===== config.mk =====
export PLATFORM = sky130hd
export DESIGN_NAME = dsm1_modulator
export DESIGN_NICKNAME = d
export VERILOG_FILES = /design/src/rtl/dsm1_modulator.sv
export SDC_FILE = /design/constraint.sdc
export NUM_CORES = 1
export LEC_CHECK = 0
export BUFFER_PORTS_ARGS = -buffer_cell sky130_fd_sc_hd__buf_2
export CAP_MARGIN = 30
export CORE_ASPECT_RATIO = 1.25
export CORE_MARGIN = 3
export CORE_UTILIZATION = 56
export CTS_CLUSTER_DIAMETER = 40
export DETAILED_ROUTE_END_ITERATION = 8
export GPL_ROUTABILITY_DRIVEN = 0
export HOLD_SLACK_MARGIN = 0.06
export PLACE_DENSITY = 0.79
export SETUP_SLACK_MARGIN = 0.1
export SLEW_MARGIN = 10
export SYNTH_ARGS = -nofsm -noshare
export SYNTH_HDL_FRONTEND = slang
export SYNTH_SLANG_ARGS = --single-unit

===== constraint.sdc =====
create_clock -name clk -period 7.5 [get_ports clk]
set_clock_uncertainty 0.1 [all_clocks]
set_input_delay 0.75 -clock clk [delete_from_list [all_inputs] [get_ports clk]]
set_output_delay 0.75 -clock clk [all_outputs]
set_load 0.03 [all_outputs]

===== src/rtl/dsm1_modulator.sv =====
module dsm1_modulator #(
  parameter int DW = 12,
  parameter int GW = 4,
  parameter int KW = 4,
  localparam int IW = DW + GW
) (
  input  logic                 clk,
  input  logic                 rst,
  input  logic                 in_valid,
  input  logic signed [DW-1:0] in_sample,
  input  logic        [KW-1:0] leak_shift,
  output logic signed [1:0]    level,
  output logic signed [IW-1:0] qerr,
  output logic                 sat_seen
);
  localparam int WW = IW + 2;
  localparam logic signed [WW-1:0] FS   = WW'(2 ** (DW - 1));
  localparam logic signed [WW-1:0] HALF = WW'(2 ** (DW - 2));
  localparam logic signed [WW-1:0] SMAX = WW'(2 ** (IW - 1) - 1);
  localparam logic signed [WW-1:0] SMIN = -WW'(2 ** (IW - 1));

  logic signed [IW-1:0] acc;
  logic signed [WW-1:0] acc_w, x_w, leaked, fb, sum;
  logic signed [1:0]    q;
  logic                 hi, lo;

  assign acc_w  = {{(WW-IW){acc[IW-1]}}, acc};
  assign x_w    = {{(WW-DW){in_sample[DW-1]}}, in_sample};
  assign leaked = (leak_shift == '0) ? acc_w : acc_w - (acc_w >>> leak_shift);

  always_comb begin
    if (acc_w > HALF)       q = 2'sb01;
    else if (acc_w < -HALF) q = 2'sb11;
    else                    q = 2'sb00;
  end

  assign fb  = (q == 2'sb01) ? FS : (q == 2'sb11) ? -FS : '0;
  assign sum = leaked + x_w - fb;
  assign hi  = sum > SMAX;
  assign lo  = sum < SMIN;

  always_ff @(posedge clk) begin
    if (rst) begin
      acc      <= '0;
      level    <= '0;
      qerr     <= '0;
      sat_seen <= 1'b0;
    end else if (in_valid) begin
      level <= q;
      qerr  <= IW'(fb - acc_w);
      acc   <= hi ? IW'(SMAX) : lo ? IW'(SMIN) : IW'(sum);
      if (hi || lo) sat_seen <= 1'b1;
    end
  end

  p_code_legal_r2: assert property (@(posedge clk) disable iff (rst)
    level != 2'b10);

  p_hold_r5: assert property (@(posedge clk) disable iff (rst)
    !in_valid |=> ($stable(level) && $stable(qerr)));

  p_sticky_r7: assert property (@(posedge clk) disable iff (rst)
    sat_seen |=> sat_seen);

  p_err_bound_r8: assert property (@(posedge clk) disable iff (rst)
    (level == 2'sb00) |-> ((WW'(qerr) <= HALF) && (WW'(qerr) >= -HALF)));
endmodule


==> results.py <==
metrics = {
    "critical_path": {
        "cp_slowest_stage_delay_ns": 0.54,
        "cp_common_cell": "a21oi_1",
        "cp.buffers_inverters": 3,
        "r2r_slack_ns": 0.71,
        "ff2ff_path_depth": 28,
        "crit_fanout": 12,
        "critPathKind": "input port to register",
        "arrival_ns": 7.01,
        "worst_path_dominant_cell_family": "compound AO/OA/AOI/OAI gates",
        "r2r_start": "acc[8]",
        "cpMaxStageDelayCell": "a21oi_4",
        "reg2reg_to": "acc[1]",
        "end_kind": "register",
        "required_ns": 7.54,
        "critPathLaunchType": "input port",
    },
    "yosys": {
        "syn_area_um2": 4360,
        "yosysSeqAreaShare_pct": 16.1,
        "syn-instance-count": 552,
        "syn-num-nets": 628,
        "yosysUniqueCellTypes": 65,
        "netlist.area_leader.share_pct": 16.1,
        "synth_ff_type": "dfxtp_1",
        "synthArstFlopShare_pct": 0,
        "yosys_warnings": 0,
        "ys_seq_elements": 35,
        "syn_area_per_cell_um2": 7.90,
        "synth-edff-count": 0,
        "synth_largest_area_cell": "dfxtp_1",
        "netlist_top_cells_area": "dfxtp_1 16%, ha_1 14%, mux2i_1 7.1%, nor2_1 5.5%, a21oi_1 5.4%",
    },
    "sta": {
        "drv_slew": 0,
        "finalSetupViolations": 0,
        "setup-tns-final_ns": 0,
        "worst_pin_slew_ns": 0.703,
        "fmax_mhz": 143,
        "hold_viol_final": 0,
        "max_slew_margin_pct": 53.1,
        "post-route-period-util_pct": 92.9,
        "rsz0062_at_grt": "false",
        "post-route-min-period_ns": 6.97,
    },
    "clock_tree": {
        "insertion_delay_ns": 0.29,
        "cts_root_buffer": "clkbuf_8",
        "clkTransAtPathRegs_ns": 0.07,
        "cts_tree": "done",
        "cts_made_buffers": 5,
        "clock-sinks": 35,
        "htree_levels": 2,
        "cts_max_path_buffers": 2,
    },
    "global_route": {
        "antenna_found_initial": 0,
        "grt_pass1_wl_um": 18600,
        "gr-total-overflow": 0,
        "grt_use_total_pct": 25.5,
        "first_global_vias": 3930,
        "grt_start_max_net_pins": 34,
    },
    "route": {
        "drtAntennaViolNets": 0,
        "drt_iter0_markers": 293,
        "drc": 0,
        "drt_pass1_iterations": 5,
        "wl_per_cell_um": 16.7,
        "vias": 4060,
        "vias_per_cell": 6.01,
        "routed_wl_um": 11300,
    },
    "hold_path": {
        "min_from": "qerr[3]",
        "hold_path_class": "register to register",
        "hold_path_end": "qerr[3]",
        "whs_path_depth": 2,
    },
    "floorplan": {
        "die-height_um": 105,
        "io_pins": 38,
        "floorplan.initialDensity_pct": 58.3,
        "row_count": 35,
        "coreArea_um2": 7490,
        "die_x_um": 84.9,
        "dieArea_um2": 8890,
    },
    "flow_run": {
        "maxCapViolations": 0,
    },
    "cells_and_area": {
        "layout-drive-gt1-share_pct": 16.8,
        "insertedDiodeCount": 0,
        "multiInputGateArea_um2": 3350,
        "nNetsFinal": 660,
        "area_growth_pct": 9.29,
        "fillers": 671,
        "seqCellArea_um2": 701,
    },
    "placement": {
        "portBuffers": 37,
        "post-dp-hpwl_um": 8790,
    },
    "run_status": {
        "outcome": "complete, no violations",
    },
}
what timing repair did:
action / in CTS / in global routing
setup buffers: 0 / 4
endpoints found under the hold margin: 0 / 0
resized for setup: 0 / 3
setup endpoints to repair: 0 / 16
hold buffers: 0 / 0
worst min-delay path, stage by stage, from the launching register on:
cell and delay, ns:
dfxtp_1 0.32, nand2_1 0.06, a21oi_1 0.05
cell usage in the layout (no fill, tap or decap), types with 6 or more instances in the layout:
cell type   n
nand3_1     6
nor2_1     64
clkbuf_8    6
dfxtp_1    35
fa_1        7
buf_4      12
o21ai_0    29
nor3_1      7
inv_1      54
buf_2      36
xnor2_1    21
o21ai_1    11
a211oi_2    9
ha_1       50
a21oi_1    47
and2_1      6
mux2i_1    31
xor2_1     20
nand2_1    44
logic make-up (layout without fill, tap and decap cells):
kind of cell | after synthesis | count (layout) | share of synthesized area [%]
xor gates and xnor gates | 42 | 42 | 8.86
adders and majority gates | 57 | 57 | 17.6
muxes | 39 | 39 | 9.95
buffers and inverters | 81 | 113 | 7.37
and+or+nand+nor | 148 | 148 | 15.5
DFF | 35 | 35 | 16.1
AOI/OAI and AO/OA | 150 | 150 | 24.7
synth_stat cells, drive strengths merged (5+ instances only):
master,instances
a31oi,6
mux2,5
nand2b,5
buf,6
o21ai,41
o21bai,5
inv,56
nor2,64
xor2,20
nand3,6
nand2,44
xnor2,22
dfxtp,35
and2,6
a211oi,14
fa,7
nor3,7
a21oi,50
ha,50
mux2i,31
clkbuf,19
final cells by class:
class | count | share of cell area (%)
Clock buffer | 6 | 1.73
Tap cell | 92 | 2.41
Sequential cell | 35 | 14.7
Clock inverter | 1 | 0.105
Multi-Input combinational cell | 436 | 70.3
Inverter | 56 | 4.49
Timing Repair Buffer | 50 | 6.25
per-layer routing:
metal  GRT usage (%)  part of all wire (%)  vias to the layer above
li1                -                     -                     1987
met1            32.5                    41                     1870
met2            42.6                    48                      167
met3            3.71                   6.0                       36
met4            10.4                   4.4                        0
met5               0                     0                        -
through the flow:
step / worst slack [ns] / cells / utilization (%) / hold WS (ns) / cell area, µm²
finish: 0.531 / 676 / 63.7 / 0.367 / 4770
global route: 0.141 / 676 / 63.7 / 0.400 / 4770
CTS: 0.312 / 672 / 62.9 / 0.365 / 4710
detailed placement: 0.0483 / 665 / 61.7 / 0.355 / 4620
global placement: 0.346 / 665 / 61.7 / 0.344 / 4620
floorplan: 0.380 / 552 / - / 0.404 / 4360
how the worst max path moves through the flow:
stage                  start        to  cells after the start
3_5_place_dp   leak_shift[0]    acc[1]                     29
5_1_grt        leak_shift[0]    acc[5]                     31
6_report       leak_shift[1]    acc[1]                     25
4_1_cts        leak_shift[0]    acc[1]                     29
2_1_floorplan  leak_shift[0]  sat_seen                     32
3_3_place_gp   leak_shift[0]    acc[1]                     29
flip-flops by register name (all words and copies together) (netlist names):
signal and flops:
qerr 16, acc 16, sat_seen 1, level 2
Power is not shown: default switching activity piles up to over one toggle a cycle in this logic, so the estimate is an artifact.
